[src/rtl/ow_pkg.sv]
package ow_pkg;

    typedef enum logic [1:0] {
        OP_NONE  = 2'b00,
        OP_RESET = 2'b01,
        OP_WRITE = 2'b10,
        OP_READ  = 2'b11
    } ow_op_e;

    typedef enum logic [2:0] {
        ST_IDLE,
        ST_RST_LOW,
        ST_RST_LISTEN,
        ST_SLOT_LOW,
        ST_SLOT_REL,
        ST_RECOVER
    } ow_state_e;

endpackage

[src/rtl/ow_us_tick.sv]
module ow_us_tick #(
    parameter int CLKS_PER_US = 125
) (
    input  logic clk,
    input  logic rst_n,
    input  logic clear,
    output logic tick
);
    localparam int CW = $clog2(CLKS_PER_US + 1);

    logic [CW-1:0] sub_q;

    assign tick = (sub_q == CW'(CLKS_PER_US - 1));

    always_ff @(posedge clk or negedge rst_n) begin
        if (!rst_n) begin
            sub_q <= '0;
        end else if (clear || tick) begin
            sub_q <= '0;
        end else begin
            sub_q <= sub_q + 1'b1;
        end
    end
endmodule

[src/rtl/ow_us_counter.sv]
module ow_us_counter #(
    parameter int W = 10
) (
    input  logic         clk,
    input  logic         rst_n,
    input  logic         clear,
    input  logic         tick,
    output logic [W-1:0] us
);
    always_ff @(posedge clk or negedge rst_n) begin
        if (!rst_n) begin
            us <= '0;
        end else if (clear) begin
            us <= '0;
        end else if (tick) begin
            us <= us + 1'b1;
        end
    end
endmodule

[src/rtl/ow_input_sync.sv]
module ow_input_sync #(
    parameter int STAGES = 2
) (
    input  logic clk,
    input  logic rst_n,
    input  logic d,
    output logic q
);
    logic [STAGES-1:0] stage_q;

    generate
        for (genvar i = 0; i < STAGES; i++) begin : g_stage
            always_ff @(posedge clk or negedge rst_n) begin
                if (!rst_n) begin
                    stage_q[i] <= 1'b1;
                end else if (i == 0) begin
                    stage_q[i] <= d;
                end else begin
                    stage_q[i] <= stage_q[(i > 0) ? i - 1 : 0];
                end
            end
        end
    endgenerate

    assign q = stage_q[STAGES-1];
endmodule

[src/rtl/ow_master.sv]
module ow_master
    import ow_pkg::*;
#(
    parameter int CLKS_PER_US    = 125,
    parameter int SYNC_STAGES    = 2,
    parameter int RST_LOW_US     = 480,
    parameter int RST_WAIT_US    = 480,
    parameter int PRES_SAMPLE_US = 70,
    parameter int SLOT_US        = 60,
    parameter int W1_LOW_US      = 6,
    parameter int W0_LOW_US      = 60,
    parameter int RD_LOW_US      = 6,
    parameter int RD_SAMPLE_US   = 14,
    parameter int RECOVERY_US    = 5
) (
    input  logic       clk,
    input  logic       rst_n,
    input  logic       cmd_valid,
    input  logic [1:0] cmd_op,
    input  logic       cmd_bit,
    output logic       busy,
    output logic       done,
    output logic       rsp_bit,
    output logic       bus_oe_n,
    input  logic       bus_in
);
    localparam int RST_END_US  = RST_LOW_US + RST_WAIT_US;
    localparam int PRES_AT_US  = RST_LOW_US + PRES_SAMPLE_US;
    localparam int SLOT_END_US = SLOT_US + RECOVERY_US;
    localparam int UW          = $clog2(RST_END_US + SLOT_END_US + 1);

    ow_state_e     state_q, state_d;
    ow_op_e        op_q;
    logic          bit_q;
    logic [UW-1:0] low_len_q;
    logic          samp_q;
    logic          rsp_q;
    logic          done_q;

    logic          tick;
    logic [UW-1:0] us;
    logic          wire_s;
    logic          accept;
    logic          finish;

    assign accept = cmd_valid && (state_q == ST_IDLE) && (ow_op_e'(cmd_op) != OP_NONE);

    ow_us_tick #(.CLKS_PER_US(CLKS_PER_US)) i_tick (
        .clk   (clk),
        .rst_n (rst_n),
        .clear (accept),
        .tick  (tick)
    );

    ow_us_counter #(.W(UW)) i_us (
        .clk   (clk),
        .rst_n (rst_n),
        .clear (accept),
        .tick  (tick),
        .us    (us)
    );

    ow_input_sync #(.STAGES(SYNC_STAGES)) i_sync (
        .clk   (clk),
        .rst_n (rst_n),
        .d     (bus_in),
        .q     (wire_s)
    );

    // State register
    always_ff @(posedge clk or negedge rst_n) begin
        if (!rst_n) begin
            state_q <= ST_IDLE;
        end else begin
            state_q <= state_d;
        end
    end

    // Next state
    always_comb begin
        state_d = state_q;
        finish  = 1'b0;
        unique case (state_q)
            ST_IDLE: begin
                if (accept) begin
                    state_d = (ow_op_e'(cmd_op) == OP_RESET) ? ST_RST_LOW : ST_SLOT_LOW;
                end
            end
            ST_RST_LOW: begin
                if (tick && us == UW'(RST_LOW_US - 1)) state_d = ST_RST_LISTEN;
            end
            ST_RST_LISTEN: begin
                if (tick && us == UW'(RST_END_US - 1)) begin
                    state_d = ST_IDLE;
                    finish  = 1'b1;
                end
            end
            ST_SLOT_LOW: begin
                if (tick && us == low_len_q - 1'b1) begin
                    state_d = (low_len_q >= UW'(SLOT_US)) ? ST_RECOVER : ST_SLOT_REL;
                end
            end
            ST_SLOT_REL: begin
                if (tick && us == UW'(SLOT_US - 1)) state_d = ST_RECOVER;
            end
            ST_RECOVER: begin
                if (tick && us == UW'(SLOT_END_US - 1)) begin
                    state_d = ST_IDLE;
                    finish  = 1'b1;
                end
            end
            default: state_d = ST_IDLE;
        endcase
    end

    // Command capture, sampling and result
    always_ff @(posedge clk or negedge rst_n) begin
        if (!rst_n) begin
            op_q      <= OP_NONE;
            bit_q     <= 1'b0;
            low_len_q <= '0;
            samp_q    <= 1'b0;
            rsp_q     <= 1'b0;
            done_q    <= 1'b0;
        end else begin
            done_q <= finish;
            if (accept) begin
                op_q  <= ow_op_e'(cmd_op);
                bit_q <= cmd_bit;
                if (ow_op_e'(cmd_op) == OP_READ) begin
                    low_len_q <= UW'(RD_LOW_US);
                end else if (cmd_bit) begin
                    low_len_q <= UW'(W1_LOW_US);
                end else begin
                    low_len_q <= UW'(W0_LOW_US);
                end
            end
            if (state_q == ST_RST_LISTEN && tick && us == UW'(PRES_AT_US - 1)) begin
                samp_q <= !wire_s;
            end
            if (state_q == ST_SLOT_REL && op_q == OP_READ && tick &&
                us == UW'(RD_SAMPLE_US - 1)) begin
                samp_q <= wire_s;
            end
            if (finish) begin
                rsp_q <= (op_q == OP_WRITE) ? bit_q : samp_q;
            end
        end
    end

    // Outputs
    always_comb begin
        bus_oe_n = !(state_q == ST_RST_LOW || state_q == ST_SLOT_LOW);
        busy     = (state_q != ST_IDLE);
        done     = done_q;
        rsp_bit  = rsp_q;
    end
endmodule

[config.mk]
export PLATFORM = sky130hd
export DESIGN_NAME = ow_master
export DESIGN_NICKNAME = d
export VERILOG_FILES = /design/src/rtl/ow_pkg.sv /design/src/rtl/ow_us_tick.sv /design/src/rtl/ow_us_counter.sv /design/src/rtl/ow_input_sync.sv /design/src/rtl/ow_master.sv
export SDC_FILE = /design/constraint.sdc
export NUM_CORES = 1
export LEC_CHECK = 0
export BUFFER_PORTS_ARGS = -buffer_cell sky130_fd_sc_hd__buf_4
export CAP_MARGIN = 10
export CORE_MARGIN = 2
export CORE_UTILIZATION = 50
export CTS_CLUSTER_SIZE = 10
export DETAILED_ROUTE_END_ITERATION = 10
export PLACE_DENSITY = 0.75
export SLEW_MARGIN = 40
export SYNTH_ARGS = -nofsm -noshare
export SYNTH_HDL_FRONTEND = slang
export SYNTH_HIERARCHICAL = 1
export SYNTH_SLANG_ARGS = --single-unit
[constraint.sdc]
create_clock -name clk -period 2.3 [get_ports clk]
set_input_delay 0.345 -clock clk [delete_from_list [all_inputs] [get_ports clk]]
set_output_delay 0.345 -clock clk [all_outputs]
set_load 0.1 [all_outputs]
Word-level counts from Yosys, hierarchy flattened --
Index checks and enable logic that the tools add are counted.
Storage, ports and cells: flip-flop bits (word level) 40, input port bits 7, output and inout bits 4, word-level logic and storage cells 80
Operators by class: add/sub/neg operators 3, magnitude comparators 1, equality and inequality tests 23, muxes and demuxes 20, reductions and logical operators 22
Operator list (count):
- == test 11 x 10 -> 1 bit, second input constant | 2
- 2-to-1 mux 11 bit | 2
- 2-to-1 mux 3 bit | 6
- one-hot mux 3 bit (6 select lines) | 1
- logical AND 1 bit | 12
- 2-to-1 mux 6 bit | 2
- adder 11 x 1 -> 11 bit, second input constant | 1
- == test 11 bit | 1
- == test 11 x 4 -> 1 bit, second input constant | 1
- == test 11 x 6 -> 1 bit, second input constant | 1
- == test 11 x 7 -> 1 bit, second input constant | 1
- == test 11 x 9 -> 1 bit, second input constant | 1
- greater-or-equal comparator 11 x 6 -> 1 bit, second input constant | 1
- subtractor 11 x 1 -> 11 bit, second input constant | 1
- != test 2 bit, second input constant | 5
- adder 7 x 1 -> 7 bit, second input constant | 1
- == test 7 bit, second input constant | 1
- 2-to-1 mux 7 bit | 1
- == test 2 bit, second input constant | 3
- == test 3 x 2 -> 1 bit, second input constant | 2
- == test 3 bit, second input constant | 2
- 2-to-1 mux 1 bit | 6
- AND reduction 6 bit | 1
- nonzero test 2 bit | 3
- 9 further kinds | 11

Longest topological paths before layout --
Gate-level depths: netlist of the first run.
word-level depth 5, mapped depth 9, gate-level depth less buffers 9

By module --
The synthesis of the first run kept the hierarchy.
By module, submodules not included:
- ow_master | instances 1, cells each 118, area each 982.2 µm², seq. area each 300.3 µm²
- ow_us_counter | instances 1, cells each 54, area each 556.8 µm², seq. area each 275.3 µm²
- ow_us_tick | instances 1, cells each 32, area each 357.8 µm², seq. area each 175.2 µm²
- ow_input_sync | instances 1, cells each 2, area each 52.6 µm², seq. area each 52.6 µm²

Worst setup path before layout of the first run --
No wires, ideal clock.
path type reg2reg, from reg state_q[0], to reg i_us.us[9], library setup time 0.125 ns, arrival time 1.936 ns, required time 2.175 ns, slack 0.240 ns, cell stages (with the launch flop) 8, path buffers 1, clock period less this slack 2.060 ns, cells stage by stage dfrtp_1 > buf_6 > nor4b_4 > o21ai_1 > inv_1 > o21ai_2 > nor4_1 > mux2_2
Between the ends: word-level cells in the longest chain between the ends 4, elaborated cells between the ends (all ways) 5, classes of those cells mux: 1; reduce/logical: 4
RTL lines:
- from (decl) | RTL line ow_master.sv:32 | ow_state_e state_q, state_d;
- from (signal assigned) | RTL line ow_master.sv:75 | state_q <= state_d;
- logical NOT 3 bit * | RTL line ow_master.sv:46 | assign accept = cmd_valid && (state_q == ST_IDLE) && (ow_op_e'(cmd_op) != OP_NONE);
- logical AND 1 bit * (2 in series) | RTL line ow_master.sv:46
- net accept | RTL line ow_master.sv:43 | logic accept;
- 2-to-1 mux 11 bit / nonzero test 2 bit (equally long branches)
- to (signal assigned) | RTL line ow_us_counter.sv:16 | us <= us + 1'b1;
- to (decl) | RTL line ow_us_counter.sv:8 | output logic [W-1:0] us
Mark *: on every way through the listed nets, which the timed path passes. The rest lies on a longest branch. A chain may end at the register's enable or synchronous reset.

Worst setup path after layout of the first run --
from reg low_len_q[1], to reg state_q[0]
Between the ends: word-level cells in the longest chain between the ends 5, elaborated cells between the ends (all ways) 9, classes of those cells add/sub: 1; order compare: 1; eq/ne: 2; mux: 3; reduce/logical: 2
RTL lines:
- from (decl) | RTL line ow_master.sv:35 | logic [UW-1:0] low_len_q;
- from (signal assigned) | RTL line ow_master.sv:131 | low_len_q <= UW'(RD_LOW_US);
- from (signal assigned) | RTL line ow_master.sv:133 | low_len_q <= UW'(W1_LOW_US);
- from (signal assigned) | RTL line ow_master.sv:135 | low_len_q <= UW'(W0_LOW_US);
- subtractor 11 x 1 -> 11 bit | RTL line ow_master.sv:99 | if (tick && us == low_len_q - 1'b1) begin
- == test 11 bit | RTL line ow_master.sv:99
- logical AND 1 bit | RTL line ow_master.sv:99
- != test 2 bit (no source line)
- AND reduction 6 bit (no source line)
Several ways; a longest one is shown, not always the timed one. The select of a mux whose other input is x is not followed.

==> results of run 1 <==
## sequential cells by signal (all words and copies together) (netlist names)
signal	flops
samp_q	1
low_len_q	3
i_sync/stage_q	1
i_tick/sub_q	7
done	1
op_q	2
i_sync/q	1
state_q	3
bit_q	1
rsp_bit	1
i_us/us	11
## worst max-delay path, delay by kind of cell, from the launching register on
kind	cells	cell delay (ps)
AND/OR/NAND/NOR	2	470
adder cells (fa/ha/maj)	2	420
flip-flops	1	420
AO/OA/AOI/OAI	3	590
buffers and inverters	1	90
## area by class of cell
class	instances	area [sq um]
clock buffers	7	96.3
clock inverters	1	30.0
fillers	322	1450
inverters	14	52.6
multi-input cells	157	1070
flip-flops and latches	32	803
well taps	48	60.1
repair buffers	20	153
## layer usage
| layer | GRT usage | vias up | part of all wire |
|---|---|---|---|
| li1 | - | 790 | - |
| met1 | 0.289 | 752 | 0.49 |
| met2 | 0.300 | 44 | 0.44 |
| met3 | 0.0528 | 6 | 0.053 |
| met4 | 0.0765 | 0 | 0.016 |
| met5 | 0 | - | 0 |
## cells by family (layout without fill, tap and decap cells)
family,after synthesis,in the layout
and+or+nand+nor,94,94
AOI/OAI and AO/OA,39,39
DFF,32,32
buffers and inverters,17,42
xor gates and xnor gates,13,13
adders and majority gates,8,8
muxes,3,3
## power groups by stage
stage               Combinational [mW]  Clock, mW  Sequential [mW]
finish                           0.502      0.587            0.851
global route                     0.578      0.619            0.872
CTS                              0.505      0.603            0.848
detailed placement               0.501          0            0.859
global placement                 0.496          0            0.851
floorplan                        0.347          0            0.855
## worst min-delay path by stage
stage / startpoint / endpoint / slack, ps / cells after the start
detailed placement: rst_n / i_us/us[8] / 310 / 1
floorplan: rst_n / bit_q / 50 / 0
CTS: bus_in / i_sync/stage_q[0] / 150 / 1
global placement: rst_n / i_us/us[8] / 310 / 1
global route: bus_in / i_sync/stage_q[0] / 160 / 1
finish: bus_in / i_sync/stage_q[0] / 160 / 1
## Yosys cell counts (3+ instances only)
cell / count
o21ai_0: 9
or3_1: 3
or4_1: 4
a21oi_1: 9
nor3_1: 4
nor2_1: 19
nand4_1: 8
o21ai_1: 6
ha_1: 8
xnor2_1: 6
o31ai_1: 3
nand3_1: 11
nor4_1: 3
dfrtp_1: 30
xor2_1: 7
inv_1: 14
nand2_1: 18
nor2b_1: 7
## cells in the final DEF (no fill, tap or decap), types with 7 or more instances in the layout
cell type   n
dfrtp_1    30
nor2_1     19
buf_4      19
nand2_1    18
inv_1      14
nand3_1    11
o21ai_0     9
a21oi_1     9
nand4_1     8
ha_1        8
nor2b_1     7
xor2_1      7
clkbuf_8    7
## per-stage QoR
stage | setup WS [ps] | power, mW | utilization | hold slack (ps) | cell area (sq um)
after floorplan | 240 | 1.20 | - | 49.4 | 1950
after global placement | 224 | 1.35 | 0.574 | 310 | 2130
after detailed placement | 217 | 1.36 | 0.574 | 308 | 2130
after CTS | 201 | 1.96 | 0.610 | 153 | 2270
after global routing | 28.8 | 2.07 | 0.610 | 156 | 2270
final | 216 | 1.94 | 0.610 | 161 | 2270
==> impl_metrics.py, run 1 <==
metrics = {
    "clocking": {
        "insertion_delay_ps": 290,
        "cts_tree": "built",
        "clk_path_buf_depth": 2,
        "cts.sink_count": 32,
        "holdBufCountCts": 1,
        "cts_buffers": 5,
        "cts_htree_levels": 2,
        "clkTransAtPathRegs_ps": 70,
        "cts_setup_buffers": 0,
        "cts_root_buffer": "clkbuf_8",
        "post_cts_resized": 0,
    },
    "worst_setup_path": {
        "cp-endpoint": "state_q[0]",
        "max_stage_delay_ps": 420,
        "r2r-end": "state_q[0]",
        "startpoint": "low_len_q[1]",
        "r2r_slack_ps": 220,
        "critPathCaptureType": "flop",
        "crit_chain": "inv_1, ha_1, ha_1, or3_4, a2111oi_4, a31oi_2, nor2_1, o21ai_1",
        "reg2reg_depth": 8,
        "worst_ep_arrival_time_ps": 2260,
        "worstSetupPathType": "reg2reg",
        "path_max_fanout": 5,
        "critPathRequiredTime_ps": 2480,
        "r2r-start": "low_len_q[1]",
        "crit_top_cell": "ha_1",
        "slowest_stage": "dfrtp_1",
        "cp-start-kind": "flop",
    },
    "routing": {
        "dr.first_iter.drc_count": 115,
        "wl_um": 3770,
        "route.vias.total": 1592,
        "ant_nets": 0,
        "wl_per_cell_um": 13.5,
        "drc": 0,
        "drtPass1Iterations": 4,
        "drt-vias-per-instance": 5.71,
    },
    "pwr": {
        "p_seq_frac": 0.438,
        "p_sw_mw": 0.649,
        "combPwrFrac": 0.259,
        "peakVddDrop_uv": 673,
        "clockPowerShare": 0.303,
        "intPower_mw": 1.29,
        "swShare": 0.334,
        "p_leak_nw": 0.973,
        "p_per_area_nw_per_um2": 855,
    },
    "global_routing": {
        "antenna_found_initial": 0,
        "gr-usage-all-layers": 0.204,
        "grt_pass1_wl_um": 6750,
        "grt_max_degree": 33,
        "grt_pass1_vias": 1501,
        "gr-total-overflow": 0,
    },
    "die": {
        "fp.dieH_um": 66.4,
        "core_area_sq_um": 3720,
        "row_count": 22,
        "initial_core_util": 0.525,
        "die_w_um": 66.4,
        "die-area_sq_um": 4410,
        "ios": 11,
    },
    "yosys": {
        "synthArstFlopShare": 1.00,
        "synth_top_area_frac": 0.385,
        "netlist_area_sq_um": 1950,
        "synth_fp_nets": 221,
        "synthAdderAreaFrac": 0.0513,
        "ys.flop_type": "dfrtp_1",
        "ys_ff_latch": 32,
        "synth_top_family_by_area": "simple AND/OR/NAND/NOR gates",
        "synth_simple_gate_area_share": 0.273,
        "yosys_warnings": 6,
        "synth_xor_area_frac": 0.0584,
        "ys_types": 50,
        "synth_compound_area_frac": 0.151,
        "yosys.area.top_type": "dfrtp_1",
        "synth_cells": 206,
        "synth_mux_area_frac": 0.0160,
        "avgSynthCellArea_sq_um": 9.46,
        "synth_edf_count": 0,
        "yosys-top-cells-area": "dfrtp_1, ha_1, nor2_1",
        "ys_seq_area_frac": 0.412,
    },
    "cells_and_area": {
        "n_antenna_cell": 0,
        "areaGrowthSynthToFinish_pct": 16.4,
        "fin_cells": 279,
        "nets": 245,
        "drive_gt1_frac": 0.190,
    },
    "placement": {
        "io_buffers": 10,
        "place_congestion": 0.942,
        "placed_cells": 270,
        "hpwl_um": 2830,
    },
    "sta": {
        "slew-limit-headroom": 0.716,
        "rsz0062_at_grt": "false",
        "hold_viol_final": 0,
        "tns_ps": 0,
        "min_period_over_period": 0.906,
        "clock_skew_ps": 4.59,
        "finalCriticalPeriod_ps": 2080,
        "maxSlewViolCount": 0,
        "max_freq_mhz": 480,
        "setup_viol": 0,
        "tightestPinTransition_ps": 423,
    },
    "outcome": {
        "outcome": "complete, no violations",
    },
    "run": {
        "drv_cap": 0,
    },
    "hold_path": {
        "hp-class": "in2reg",
    },
}
Note: power is estimated with default switching activity, not from simulation.
==> inputs of run 2 (changes only) <==
- CORE_UTILIZATION: 50 -> 40
- PLACE_DENSITY: 0.75 -> 0.64
==> run 2 against run 1 <==
The flow now finishes with violations (hold timing). Die area rose by 23%. Core utilization fell by 13 points. Sequential power rose by 0.5%. Critical path type unchanged. Largest power group unchanged.
==> impl_metrics.py, run 2 (synthesis results as in run 1) <==
metrics = {
    "clocking": {
        "insertion_delay_ps": 290,
        "cts_buffers": 5,
        "clkTransAtPathRegs_ps": 60,
        "cts_htree_levels": 2,
        "cts.sink_count": 32,
        "cts_tree": "built",
        "cts_setup_buffers": 0,
        "post_cts_resized": 0,
        "cts_root_buffer": "clkbuf_8",
        "clk_path_buf_depth": 2,
        "holdBufCountCts": 0,
    },
    "worst_setup_path": {
        "slowest_stage": "dfrtp_1",
        "r2r-end": "state_q[0]",
        "crit_top_cell": "ha_1",
        "critPathRequiredTime_ps": 2460,
        "path_max_fanout": 5,
        "startpoint": "low_len_q[1]",
        "worstSetupPathType": "reg2reg",
        "critPathCaptureType": "flop",
        "crit_buf_inv": 1,
        "cp-start-kind": "flop",
        "crit_chain": "inv_1, ha_1, ha_1, or3_4, a2111oi_4, a31oi_2, nor2_1, o21ai_1",
        "reg2reg_depth": 8,
        "r2r_slack_ps": 220,
        "crit_family": "compound AO/OA/AOI/OAI gates",
        "worst_ep_arrival_time_ps": 2240,
        "r2r-start": "low_len_q[1]",
        "cp_num_cells": 8,
        "max_stage_delay_ps": 410,
    },
    "routing": {
        "drt-vias-per-instance": 5.22,
        "ant_nets": 0,
        "route.vias.total": 1549,
        "wl_per_cell_um": 13.5,
        "dr.first_iter.drc_count": 130,
        "wl_um": 4010,
        "drtPass1Iterations": 5,
        "drc": 0,
    },
    "cells_and_area": {
        "mostFrequentLayoutCells": "dfrtp_1, nor2_1, buf_4",
        "areaGrowthSynthToFinish_pct": 15.5,
        "largest_reg_flops": 11,
        "fin_cells": 297,
        "nets": 244,
        "top_regs": "i_us/us: 11 flops, i_tick/sub_q: 7 flops",
        "drive_gt1_frac": 0.187,
        "n_antenna_cell": 0,
        "top_register": "i_us/us",
        "mostFrequentLayoutCell": "dfrtp_1",
        "fin_area_sq_um": 2250,
    },
    "die": {
        "die-area_sq_um": 5450,
        "fp.dieH_um": 73.8,
        "initial_core_util": 0.413,
        "row_count": 25,
        "die_w_um": 73.8,
        "core_area_sq_um": 4720,
        "ios": 11,
    },
    "sta": {
        "rsz0062_at_grt": "false",
        "min_period_over_period": 0.903,
        "setup_viol": 0,
        "finalCriticalPeriod_ps": 2080,
        "tns_ps": 0,
        "clock_skew_ps": 4.94,
        "maxSlewViolCount": 0,
        "slew-limit-headroom": 0.724,
        "whs_ps": -14.9,
        "max_freq_mhz": 482,
        "hold_viol_final": 15,
        "tightestPinTransition_ps": 414,
        "layout_setup_ws_ps": 224,
    },
    "pwr": {
        "p_seq_frac": 0.475,
        "total_power_mw": 1.80,
        "p_leak_nw": 0.955,
        "intPower_mw": 1.15,
        "p_sw_mw": 0.647,
        "combPwrFrac": 0.281,
        "peakVddDrop_uv": 508,
        "swShare": 0.359,
        "p_per_area_nw_per_um2": 800,
        "clockPowerShare": 0.244,
    },
    "global_routing": {
        "grt_max_degree": 33,
        "gr-total-overflow": 0,
        "grt_pass1_vias": 1450,
        "antenna_found_initial": 0,
        "gr-usage-all-layers": 0.162,
        "grt_pass1_wl_um": 6710,
    },
    "placement": {
        "io_buffers": 10,
        "place_ws_ps": 203,
        "placed_cells": 289,
        "place_congestion": 0.883,
        "hpwl_um": 2990,
        "dpl_cell_area_sq_um": 2160,
    },
    "outcome": {
        "violations": "hold timing",
        "outcome": "complete, but fails checks",
    },
    "hold_path": {
        "hp-class": "in2async",
    },
    "run": {
        "drv_cap": 0,
    },
}
-- run 2: cell count changes in the layout (fill, tap and decap cells not counted), sizes merged --
cell / before / now
clkbuf: 7 / 8
bufinv: 1 / 0
dlygate4sd3: 1 / 0
-- run 2: power by group through the flow --
stage / registers, mW / logic (mW) / clock network [mW]
after global routing: 0.872 / 0.572 / 0.481
after detailed placement: 0.864 / 0.505 / 0
final: 0.855 / 0.506 / 0.439
after CTS: 0.853 / 0.509 / 0.455
after global placement: 0.859 / 0.495 / 0
after floorplan: 0.855 / 0.347 / 0
-- run 2: stage by stage --
stage           util  hold WS, ps
2_1_floorplan      -         49.4
3_3_place_gp   0.456          313
3_5_place_dp   0.456          314
4_1_cts        0.475         3.28
5_1_grt        0.477         21.0
6_report       0.477        -14.9
-- run 2: worst max-delay path by stage --
stage,endpoint,slack (ps)
2_1_floorplan,i_us/us[9],240
3_3_place_gp,i_us/us[10],250
3_5_place_dp,i_us/us[10],200
4_1_cts,i_us/us[10],210
5_1_grt,state_q[0],50
6_report,state_q[0],220
-- run 2: area by class of cell --
| class | instances | area, sq um |
|---|---|---|
| Tap cell | 67 | 83.8 |
| Multi-Input combinational cell | 157 | 1080 |
| Timing Repair Buffer | 19 | 143 |
| Sequential cell | 32 | 803 |
| Fill cell | 435 | 2470 |
| Inverter | 14 | 52.6 |
| Clock buffer | 8 | 90.1 |
-- run 2: routing by layer --
metal | track usage | vias up | share of wire
met3 | 0.0370 | 8 | 0.030
met1 | 0.206 | 733 | 0.48
met2 | 0.267 | 25 | 0.47
met4 | 0.0606 | 0 | 0.015
li1 | - | 783 | -
met5 | 0 | - | 0
==> inputs of run 3 (changes only) <==
- ABC_AREA: default -> 1
==> run 3 against run 2 <==
The run still ends with hold timing left. Final cell count increased by 30%. Synthesized area increased by 9.3%. Core utilization down 1.0 points. Wire length up 15%. Global-route usage is 1.2 points higher. Combinational power grew 73%. Via count grew 21%. Clock power up 9.1%. Worst hold slack improved by 8.5 ps. Sequential power is 5.8% lower. Largest power group is now combinational cells.
==> impl_metrics.py, run 3 <==
metrics = {
    "outcome": {
        "outcome": "complete, but fails checks",
        "violations": "hold timing",
    },
    "cells_and_area": {
        "largest_reg_flops": 11,
        "mostFrequentLayoutCells": "nand2_1, inv_1, nor2_1",
        "fin_cells": 387,
        "drive_gt1_frac": 0.148,
        "areaGrowthSynthToFinish_pct": 12.4,
        "n_antenna_cell": 0,
        "top_regs": "i_us/us: 11 flops, i_tick/sub_q: 7 flops",
        "nFillCells": 571,
        "top_register": "i_us/us",
        "mostFrequentLayoutCell": "nand2_1",
        "final_core_util": 0.466,
        "nets": 331,
    },
    "yosys": {
        "yosys.area.top_type": "dfrtp_1",
        "ys_types": 31,
        "ys.flop_type": "dfrtp_1",
        "synth_fp_nets": 314,
        "ys_seq_area_frac": 0.377,
        "synth_cells": 299,
        "ys_ff_latch": 32,
        "netlist_area_sq_um": 2130,
        "synthArstFlopShare": 1.00,
        "yosys_warnings": 6,
        "synth_commonest_cells": "nand2_1, inv_1, nor2_1, dfrtp_1, nand3_1",
        "avgSynthCellArea_sq_um": 7.13,
        "yosys-top-cells-area": "dfrtp_1, nand2_1, inv_1",
        "synth_top_area_frac": 0.352,
        "yosysMostFrequentCell": "nand2_1",
        "synth_edf_count": 0,
    },
    "global_routing": {
        "grt_pass1_vias": 1777,
        "antenna_found_initial": 0,
        "gr-usage-all-layers": 0.174,
        "gr-total-overflow": 0,
        "grt_use_met2": 0.261,
        "use_met1": 0.245,
        "busiest_layer": "met2",
        "grt_max_degree": 33,
        "use_met3": 0.0388,
        "grt_pass1_wl_um": 8280,
    },
    "clocking": {
        "insertion_delay_ps": 290,
        "post_cts_resized": 0,
        "clkTransAtPathRegs_ps": 70,
        "clk_path_buf_depth": 2,
        "cts.sink_count": 32,
        "cts_root_buffer": "clkbuf_8",
        "cts_tree": "built",
        "cts_htree_levels": 2,
        "cts_setup_buffers": 0,
        "cts_buffers": 5,
        "holdBufCountCts": 0,
    },
    "sta": {
        "tightestPinTransition_ps": 409,
        "finalCriticalPeriod_ps": 1910,
        "tns_ps": 0,
        "min_period_over_period": 0.830,
        "max_freq_mhz": 524,
        "setup_viol": 0,
        "hold_viol_final": 21,
        "clock_skew_ps": 5.27,
        "slew-limit-headroom": 0.725,
        "maxSlewViolCount": 0,
        "whs_ps": -6.40,
        "rsz0062_at_grt": "false",
    },
    "pwr": {
        "p_leak_nw": 1.16,
        "peakVddDrop_uv": 604,
        "p_per_area_nw_per_um2": 902,
    },
    "worst_setup_path": {
        "path_max_fanout": 7,
        "crit_family": "simple AND/OR/NAND/NOR gates",
        "critPathRequiredTime_ps": 2490,
        "crit_chain": "inv_2, nand2_2, nor2_2, inv_2, nor2_4, o21ai_2, inv_2, nor2_4, nor2_1, nand3b_1, nand2_1, nand2_1, nand2_1, inv_1",
        "crit_buf_inv": 4,
        "worst_ep_arrival_time_ps": 2090,
        "cp-start-kind": "flop",
        "slowest_stage": "dfrtp_1",
        "max_stage_delay_ps": 450,
        "r2r_slack_ps": 390,
        "worstSetupPathType": "reg2reg",
        "critPathCaptureType": "flop",
    },
    "placement": {
        "place_congestion": 0.887,
        "io_buffers": 10,
        "placed_cells": 379,
        "hpwl_um": 3430,
    },
    "die": {
        "initial_core_util": 0.415,
        "die_w_um": 77.0,
        "die-area_sq_um": 5930,
        "core_area_sq_um": 5140,
        "ios": 11,
        "row_count": 26,
        "fp.dieH_um": 77.0,
    },
    "hold_path": {
        "hp-class": "in2async",
    },
    "routing": {
        "dr.first_iter.drc_count": 145,
        "wl_um": 4600,
        "ant_nets": 0,
        "drc": 0,
        "drtPass1Iterations": 4,
        "wl_per_cell_um": 11.9,
        "drt-vias-per-instance": 4.83,
        "route.vias.total": 1869,
    },
    "run": {
        "drv_cap": 0,
    },
}
## run 3: cell count changes after synthesis, sizes merged, moves of 4 or more
cell / delta
a21oi: -4
xnor2: -5
nand3: +12
inv: +33
nor2: +32
nand2: +65
or4: -4
or3: -5
nor2b: -7
## run 3: kinds of logic after synthesis
group | count (synthesis) | synth area share
and+or+nand+nor | 175 | 0.383
buffers and inverters | 48 | 0.0851
DFF | 32 | 0.377
AOI/OAI and AO/OA | 31 | 0.0875
adders and majority gates | 8 | 0.0470
xor gates and xnor gates | 5 | 0.0206
## run 3: final timing paths
path / start / endpoint / cells after the start
setup reg to reg: state_q[0] / i_us/us[9] / 14
min in group clk: bus_in / i_sync/stage_q[0] / 1
hold reg to reg: i_sync/stage_q[0] / i_sync/q / 0
setup / recovery: state_q[0] / i_us/us[9] / 14
max in group asynchronous: rst_n / i_sync/q / 1
hold / removal: rst_n / i_us/us[1] / 1
## run 3: layer usage
metal | wire length [um] | share of wire | up-vias
li1 | - | - | 980
met2 | 1940 | 0.42 | 31
met5 | 0 | 0 | -
met3 | 169 | 0.037 | 10
met1 | 2410 | 0.52 | 848
met4 | 84 | 0.018 | 0
## run 3: layout make-up
type	count	area [sq um]	area share
multi-input cells	219	1150	0.478
flip-flops and latches	32	803	0.335
inverters	47	176	0.0736
clock buffers	8	100	0.0418
well taps	70	87.6	0.0366
repair buffers	11	82.6	0.0345
## run 3: power breakdown
part           internal, mW  switching (mW)  total, mW  leakage (nW)
clock                 0.273           0.206      0.479        0.0515
sequential            0.684           0.121      0.805         0.412
combinational         0.292           0.584      0.876         0.692
## run 3: per-stage QoR
| step | area (sq um) | worst slack, ps | power [mW] | hold slack [ps] |
|---|---|---|---|---|
| 6_report | 2400 | 392 | 2.16 | -6.40 |
| 3_3_place_gp | 2300 | 479 | 1.68 | 317 |
| 5_1_grt | 2400 | 143 | 2.35 | 19.1 |
| 3_5_place_dp | 2300 | 428 | 1.70 | 316 |
| 2_1_floorplan | 2130 | 427 | 1.50 | 49.4 |
| 4_1_cts | 2400 | 414 | 2.18 | 4.36 |
## run 3: worst register-to-register path, delay by kind of cell, from the launching register on
family,cells,cell delay (ps)
simple gates,9,860
flops,1,450
compound gates,1,110
buf+inv,4,390
